--- src/rtl/wdt_pkg.sv ---
package wdt_pkg;
    localparam logic [7:0] KEY_CNT = 8'h5A;
    localparam logic [7:0] KEY_CSR = 8'hA5;

    localparam int CSR_EN_BIT   = 7;
    localparam int CSR_MODE_BIT = 6;
    localparam int CSR_FLAG_BIT = 3;

    typedef struct packed {
        logic       cnt_load;
        logic       csr_load;
        logic [7:0] value;
    } wr_cmd_t;
endpackage

--- src/rtl/wdt_keycheck.sv ---
module wdt_keycheck #(
    parameter int ADDR_W   = 2,
    parameter int CSR_ADDR = 0,
    parameter int CNT_ADDR = 1
) (
    input  logic                 we,
    input  logic [ADDR_W-1:0]    addr,
    input  logic [15:0]          wdata,
    output wdt_pkg::wr_cmd_t     cmd
);
    logic [7:0] key;

    always_comb begin
        key          = wdata[15:8];
        cmd.value    = wdata[7:0];
        cmd.cnt_load = we && (addr == ADDR_W'(CNT_ADDR)) && (key == wdt_pkg::KEY_CNT);
        cmd.csr_load = we && (addr == ADDR_W'(CSR_ADDR)) && (key == wdt_pkg::KEY_CSR);
    end
endmodule

--- src/rtl/wdt_prescaler.sv ---
module wdt_prescaler #(
    parameter int PRE_W      = 12,
    parameter int SEL_W      = 3,
    parameter int BASE_SHIFT = 5
) (
    input  logic             clk,
    input  logic             rst_n,
    input  logic             clear,
    input  logic [SEL_W-1:0] sel,
    output logic             tick
);
    logic [PRE_W-1:0] div_d, div_q;
    logic [PRE_W-1:0] mask;

    always_comb begin
        for (int i = 0; i < PRE_W; i++) begin
            mask[i] = (i < BASE_SHIFT + int'(sel));
        end
        tick  = ((div_q & mask) == mask);
        div_d = clear ? '0 : div_q + 1'b1;
    end

    always_ff @(posedge clk or negedge rst_n) begin
        if (!rst_n) div_q <= '0;
        else        div_q <= div_d;
    end
endmodule

--- src/rtl/wdt_core.sv ---
module wdt_core #(
    parameter int RST_CYC = 16,
    parameter int SEL_W   = 3
) (
    input  logic             clk,
    input  logic             rst_n,
    input  wdt_pkg::wr_cmd_t cmd,
    input  logic             tick,
    output logic [7:0]       cnt_val,
    output logic [7:0]       csr_val,
    output logic [SEL_W-1:0] sel,
    output logic             irq_o,
    output logic             rst_o
);
    import wdt_pkg::*;

    localparam int RW = $clog2(RST_CYC + 1);

    typedef struct packed {
        logic [7:0]    cnt;
        logic [7:0]    csr;
        logic          irq;
        logic [RW-1:0] rst_cnt;
    } core_st_t;

    core_st_t st_d, st_q;
    logic     enabled, wrap;

    always_comb begin
        st_d    = st_q;
        st_d.irq = 1'b0;
        enabled = st_q.csr[CSR_EN_BIT];
        wrap    = enabled && tick && (st_q.cnt == 8'hFF) && !cmd.cnt_load;

        if (st_q.rst_cnt != '0) st_d.rst_cnt = st_q.rst_cnt - 1'b1;

        if (cmd.cnt_load)           st_d.cnt = cmd.value;
        else if (enabled && tick)   st_d.cnt = st_q.cnt + 8'd1;

        if (cmd.csr_load) begin
            st_d.csr               = cmd.value;
            st_d.csr[CSR_FLAG_BIT] = st_q.csr[CSR_FLAG_BIT] & cmd.value[CSR_FLAG_BIT];
        end

        if (wrap) begin
            st_d.csr[CSR_FLAG_BIT] = 1'b1;
            if (st_q.csr[CSR_MODE_BIT]) st_d.rst_cnt = RW'(RST_CYC);
            else                        st_d.irq     = 1'b1;
        end
    end

    always_ff @(posedge clk or negedge rst_n) begin
        if (!rst_n) st_q <= '0;
        else        st_q <= st_d;
    end

    assign cnt_val = st_q.cnt;
    assign csr_val = st_q.csr;
    assign sel     = st_q.csr[SEL_W-1:0];
    assign irq_o   = st_q.irq;
    assign rst_o   = (st_q.rst_cnt != '0);
endmodule

--- src/rtl/keyed_wdt.sv ---
module keyed_wdt #(
    parameter int ADDR_W     = 2,
    parameter int CSR_ADDR   = 0,
    parameter int CNT_ADDR   = 1,
    parameter int PRE_W      = 12,
    parameter int SEL_W      = 3,
    parameter int BASE_SHIFT = 5,
    parameter int RST_CYC    = 16
) (
    input  logic              clk,
    input  logic              rst_n,
    input  logic              bus_we,
    input  logic [ADDR_W-1:0] bus_addr,
    input  logic [15:0]       bus_wdata,
    output logic [15:0]       bus_rdata,
    output logic              irq_o,
    output logic              wdt_rst_o
);
    wdt_pkg::wr_cmd_t cmd;
    logic             tick;
    logic [SEL_W-1:0] sel;
    logic [7:0]       cnt_val, csr_val;

    wdt_keycheck #(.ADDR_W(ADDR_W), .CSR_ADDR(CSR_ADDR), .CNT_ADDR(CNT_ADDR)) key_i (
        .we(bus_we), .addr(bus_addr), .wdata(bus_wdata), .cmd(cmd)
    );

    wdt_prescaler #(.PRE_W(PRE_W), .SEL_W(SEL_W), .BASE_SHIFT(BASE_SHIFT)) pre_i (
        .clk(clk), .rst_n(rst_n), .clear(cmd.cnt_load), .sel(sel), .tick(tick)
    );

    wdt_core #(.RST_CYC(RST_CYC), .SEL_W(SEL_W)) core_i (
        .clk(clk), .rst_n(rst_n), .cmd(cmd), .tick(tick),
        .cnt_val(cnt_val), .csr_val(csr_val), .sel(sel),
        .irq_o(irq_o), .rst_o(wdt_rst_o)
    );

    always_comb begin
        bus_rdata = '0;
        if (bus_addr == ADDR_W'(CSR_ADDR))      bus_rdata[7:0] = csr_val;
        else if (bus_addr == ADDR_W'(CNT_ADDR)) bus_rdata[7:0] = cnt_val;
    end
endmodule

--- config.mk ---
export PLATFORM = sky130hd
export DESIGN_NAME = keyed_wdt
export DESIGN_NICKNAME = d
export VERILOG_FILES = /design/src/rtl/wdt_pkg.sv /design/src/rtl/wdt_keycheck.sv /design/src/rtl/wdt_prescaler.sv /design/src/rtl/wdt_core.sv /design/src/rtl/keyed_wdt.sv
export SDC_FILE = /design/constraint.sdc
export NUM_CORES = 1
export LEC_CHECK = 0
export ABC_AREA = 0
export ABC_CLOCK_PERIOD_IN_PS = 2300
export BUFFER_PORTS_ARGS = -buffer_cell sky130_fd_sc_hd__buf_2
export CAP_MARGIN = 20
export CELL_PAD_IN_SITES_DETAIL_PLACEMENT = 1
export CELL_PAD_IN_SITES_GLOBAL_PLACEMENT = 1
export CORE_MARGIN = 8
export CORE_UTILIZATION = 42
export DETAILED_ROUTE_END_ITERATION = 7
export HOLD_SLACK_MARGIN = 0.1
export MAX_ROUTING_LAYER = met4
export PLACE_DENSITY_LB_ADDON = 0.15
export SLEW_MARGIN = 15
export SYNTH_ARGS = -nofsm -noshare
export SYNTH_HDL_FRONTEND = slang
export SYNTH_SLANG_ARGS = --single-unit
--- constraint.sdc ---
create_clock -name clk -period 2.3 [get_ports clk]
set_input_delay 0.345 -clock clk [delete_from_list [all_inputs] [get_ports clk]]
set_output_delay 0.345 -clock clk [all_outputs]
set_load 0.01 [all_outputs]
== After elaboration in Yosys (flattened, before gate mapping) ==
Cells that the tools add are included.

* Bits in registers: 34
* Bits in latches: 0
* RAM bits: 0
* ROM bits: 0
* Bits of input ports: 21
* Logic and storage cells: 52
* Memories: 0

* Add/sub/neg operators: 4
* Multiply operators: 0
* Div/mod/pow operators: 0
* Order comparisons: 12
* Equal/unequal tests: 5
* Shifts and indexed selects: 0
* Mux-type cells: 11
* Bitwise operators: 2
* Reduce and logical (&&, ||, !) cells: 12

{| class="wikitable"
|+ Operators by type and width
! cell !! number
|-
| 4-bit by 32-bit < comparator with 1-bit output (first input constant) || 4
|-
| 5-bit by 32-bit < comparator with 1-bit output (first input constant) || 4
|-
| 3-bit by 32-bit < comparator with 1-bit output (first input constant) || 2
|-
| 2-bit by 32-bit < comparator with 1-bit output (first input constant) || 1
|-
| 8-bit two-way mux || 4
|-
| 8-bit equality test (second input constant) || 2
|-
| 12-bit by 1-bit adder with 12-bit output (second input constant) || 1
|-
| 12-bit bitwise AND || 1
|-
| 12-bit equality test || 1
|-
| 12-bit two-way mux || 1
|-
| 5-bit two-way mux || 2
|-
| 8-bit by 1-bit adder with 8-bit output (second input constant) || 1
|-
| 8-bit by 7-bit equality test with 1-bit output (second input constant) || 1
|-
| 1-bit logical AND || 7
|-
| 6-bit two-way mux || 1
|-
| 5-bit nonzero test || 1
|-
| 5-bit by 1-bit subtractor with 5-bit output (second input constant) || 1
|-
| 3-bit by 3-bit adder with 4-bit output (first input constant) || 1
|-
| 1-bit by 4-bit < comparator with 1-bit output (first input constant) || 1
|-
| 4-bit two-way mux || 1
|-
| 2-bit nonzero test || 2
|-
| 2-bit by 1-bit equality test with 1-bit output (second input constant) || 1
|-
| 2-bit zero test || 1
|-
| 1-bit two-way mux || 2
|-
| other kinds (2) || 2
|}

== Longest topological paths before layout ==
* Word-level depth: 8
* Gate-level depth with buffers: 8
* Depth with buffers taken out: 7

== By module ==
Synthesis repeated with hierarchy kept, for this count alone.

* Cell total of the unflattened synthesis: 227
* Area, all modules: 2168.3 µm²

{| class="wikitable"
|+ Modules (own cells, without submodules)
! module !! instances !! cells each !! area each (µm²) !! seq. area each (µm²)
|-
| wdt_core || 1 || 115 || 1191.1 || 550.5
|-
| wdt_prescaler || 1 || 69 || 656.9 || 300.3
|-
| keyed_wdt || 1 || 27 || 188.9 || 0.0
|-
| wdt_keycheck || 1 || 16 || 131.4 || 0.0
|}

== Worst setup path before layout ==
Ideal clock, no wire load.

* Kind: reg2reg
* From: reg core_i.st_q, in the netlist core_i.csr_val[0]
* To: reg core_i.st_q[1] (netlist bit)
* Library setup time: 0.094 ns
* Data arrival time: 2.022 ns
* Data required time: 2.206 ns
* Slack: 0.184 ns
* Cell stages (with the launch flop): 8
* Buffers on the path: 0
* Clock period less this slack: 2.116 ns
* Cells stage by stage: dfrtp_1 inv_1 ha_1 or2_2 a311o_2 o21a_1 and4_1 a211oi_1

{| class="wikitable"
|+ RTL lines
! item !! line !! RTL
|-
| start, declared || wdt_core.sv:26 || <nowiki>core_st_t st_d, st_q;</nowiki>
|-
| start signal, assigned || wdt_core.sv:54 || <nowiki>else st_q <= st_d;</nowiki>
|}

== Final worst setup path ==
* From: reg core_i.st_q, in the netlist core_i.csr_val[1]
* To: reg core_i.st_q, in the netlist core_i.cnt_val[0]

* Cells in the longest elaborated chain, start to end: 6
* Elaborated cells between the ends (all ways): 17
* Classes of those cells: add/sub: 1; order compare: 12; eq/ne: 1; bitwise: 1; reduce/logical: 2

{| class="wikitable"
|+ Ends and longest elaborated chain
! item !! line !! RTL
|-
| 3-bit by 3-bit adder with 4-bit output * || wdt_prescaler.sv:17 || <nowiki>mask[i] = (i < BASE_SHIFT + int'(sel));</nowiki>
|-
| 2-bit by 32-bit < comparator with 1-bit output, or another cell as far along || wdt_prescaler.sv:17 ||
|-
| 12-bit bitwise AND || wdt_prescaler.sv:19 || <nowiki>tick = ((div_q & mask) == mask);</nowiki>
|-
| 12-bit equality test * || wdt_prescaler.sv:19 ||
|-
| 1-bit logical AND * || wdt_core.sv:38 || <nowiki>else if (enabled && tick) st_d.cnt = st_q.cnt + 8'd1;</nowiki>
|-
| 2-bit nonzero test (no line) * || -- ||
|}

Mark *: on every way between the ends. The rest lies on a longest branch, timed or not.
A chain may end at the register's enable or synchronous reset.

==> results.toml <==
[status]
status = "finished clean"

[power]
total_power_mw = 1.54
p_sw_mw = 0.482
leakage_nw = 1.10
pwr-share-seq_pct = 53.8
peakVddDrop_uv = 367
clkPwrFrac_pct = 29.8
intPower_mw = 1.06
power_density_nw_per_um2 = 662
p_sw_share_pct = 31.3
combPwrFrac_pct = 16.4

[setup_path]
arrival_ns = 2.46
required_ns = 2.52
slowest_stage = "or4_4"
critical_path.startpoint_type = "flop"
crit_chain = "ha_1 > or2_0 > a21oi_1 > or4_4 > or4_1 > nand3_1"
path_class = "flop to flop"
max_stage_delay_ns = 0.57
path_max_fanout = 6
cp-end-kind = "flop"

[clocking]
cts_buffers = 5
root_buffer = "clkbuf_8"
clock-sinks = 34
clk_path_buf_depth = 2
clk_pin_slew_worst_paths_ns = 0.07
holdBufCountCts = 0
htree_levels = 2
cts_tree = "built"
insertion_delay_ns = 0.29

[synth]
ys_warn_count = 0
syn_avg_cell_area_um2 = 9.54
seq_area_frac_synth_pct = 42.1
synth_top_family_by_area = "simple AND/OR/NAND/NOR gates"
synth_compound_area_share_pct = 10.5
yosys.area_share.simple_pct = 25.2
syn_inst = 212
synth-edff-count = 0
syn_area_um2 = 2020
synth.area.mux_share_pct = 7.85
synth_seq_cells = 34
synth_fa_ha_area_share_pct = 3.09
ys_types = 49
async_flop_share_pct = 100
synth_xor_xnor_area_share_pct = 5.63
synthFlopType = "dfrtp_1"

[final_layout]
nets = 275
finalNonFillerCells = 304
drive_above_1_share_pct = 25.2
n_antenna_cell = 0
final-seq-area_um2 = 851
fillerInstances = 555
multiInputGateArea_um2 = 1100
syn2layout_area_growth_pct = 15.1

[sta]
slew_headroom_pct = 45.9
hold_viol = 0
rsz0062_at_grt = "no"
fin_crit_ns = 2.23
finClkSkew_ns = 0.00840
max_freq_mhz = 448
worst_pin_slew_ns = 0.811
final.period_utilization_pct = 97.1
finalSetupTns_ns = 0
slew_viol_final = 0
setup_violations = 0
holdWs_ns = 0.149

[global_routing]
gr-usage-all-layers_pct = 15.9
grt_max_degree = 35
grt_antenna_before_repair = 0
grt_pass1_wl_um = 8940
first_global_vias = 1819
gr-total-overflow = 0

[place]
post-dp-hpwl_um = 3970
gp_congestion = 0.837
post-place-cells = 296
port-buffer-count = 30

[routing]
drc_errors = 0
wirelength_um = 5240
vias = 1701
postRouteAntennaNets = 0
drtPass1Iterations = 4
viasPerCell = 5.60
wl_per_cell_um = 17.2
first_iter_violations = 89

[floorplan]
io_pins = 39
coreArea_um2 = 4690
die_area_um2 = 7290
start_util_pct = 43.1
die_x_um = 85.4
row_count = 25
fp.dieH_um = 85.4

[min_path]
worstHoldPathType = "input pin to async pin"

[job]
maxCapViolations = 0
## placed cells by master (no fill, tap or decap), types with 3 or more instances in the layout
cell type,Yosys,layout
and3_1,5,5
o21ai_0,4,4
nand2_1,12,12
nor2_1,31,31
nor4bb_1,3,3
buf_2,2,30
xnor2_1,6,6
ha_1,5,5
mux2i_1,8,8
a31o_2,3,3
mux2_2,7,7
nand4_1,5,5
nor3_1,4,3
inv_1,7,7
a21oi_1,3,3
clkbuf_8,0,6
buf_4,9,6
xor2_1,7,7
dfrtp_1,34,34
a31oi_1,3,3
nand3_1,19,19
conb_1,1,8
## layout make-up
type / instances / area share [%]
well taps: 54 / 2.90
flip-flops and latches: 34 / 36.5
clock buffers: 7 / 3.71
clock inverters: 1 / 0.215
multi-input cells: 165 / 47.1
inverters: 7 / 1.13
repair buffers: 36 / 8.38
## cell usage after synthesis, types with 5 or more instances
library cell,n,share of area (%)
dfrtp_1,34,42
nor2_1,31,5.8
nand3_1,19,4.7
nand2_1,12,2.2
buf_4,9,3.3
mux2i_1,8,4.0
inv_1,7,1.3
mux2_2,7,3.9
xor2_1,7,3.0
xnor2_1,6,2.6
and3_1,5,1.5
ha_1,5,3.1
nand4_1,5,1.5
## routing by layer
layer | share of wire [%] | GRT usage (%)
met4 | 1.5 | 6.21
met1 | 49 | 19.9
met3 | 4.2 | 4.15
met5 | 0 | -
met2 | 45 | 24.0
## path summary, 6_finish.rpt
path	startpoint	endpoint	slack (ns)	cells after the start
hold / removal	rst_n	pre_i.div_q[4]	0.15	1
hold reg to reg	core_i.csr_val[6]	core_i.irq_o	0.49	1
setup / recovery	core_i.csr_val[1]	core_i.cnt_val[0]	0.07	6
min in group clk	bus_wdata[4]	core_i.cnt_val[4]	0.29	3
max in group asynchronous	rst_n	core_i.cnt_val[0]	1.64	1
setup reg to reg	core_i.csr_val[1]	core_i.cnt_val[0]	0.07	6
## cell families after synthesis
logic type,Yosys count
and+or+nand+nor,97
DFF,34
AOI/OAI and AO/OA,27
buffers and inverters,20
muxes,15
xor gates and xnor gates,13
adders and majority gates,5
other,1
## worst max-delay path: cells and delay by family (launching register included)
kind                       cells  cell delay [ns]
adders and majority gates      1             0.34
and+or+nand+nor                4             1.28
AOI/OAI and AO/OA              1             0.10
DFF                            1             0.44
## flip-flops by register name (all words and copies together) (netlist names)
register / cells
core_i.csr_val: 8
pre_i.div_q: 12
core_i.irq_o: 1
core_i.cnt_val: 8
core_i.st_q: 5
## timing repair
action	in CTS	in global routing
setup buffers	0	0
setup endpoints to repair	0	3
gates resized for setup	0	3
## power by group through the flow
stage                     Clock, mW  Sequential [mW]  Combinational (mW)
final                         0.459            0.829               0.253
after global routing          0.496            0.846               0.290
after CTS                     0.475            0.829               0.255
after detailed placement          0            0.836               0.253
after global placement            0            0.839               0.244
after floorplan                   0            0.796               0.193
## per-stage QoR
stage | utilization [%] | instance area, um2 | setup WS, ns
after global routing | 49.6 | 2330 | 0.00145
final | 49.6 | 2330 | 0.0666
after detailed placement | 47.5 | 2230 | 0.116
after global placement | 47.5 | 2230 | 0.173
after floorplan | - | 2050 | 0.184
after CTS | 49.4 | 2320 | 0.0870
Power figures use the tool's default switching activity.
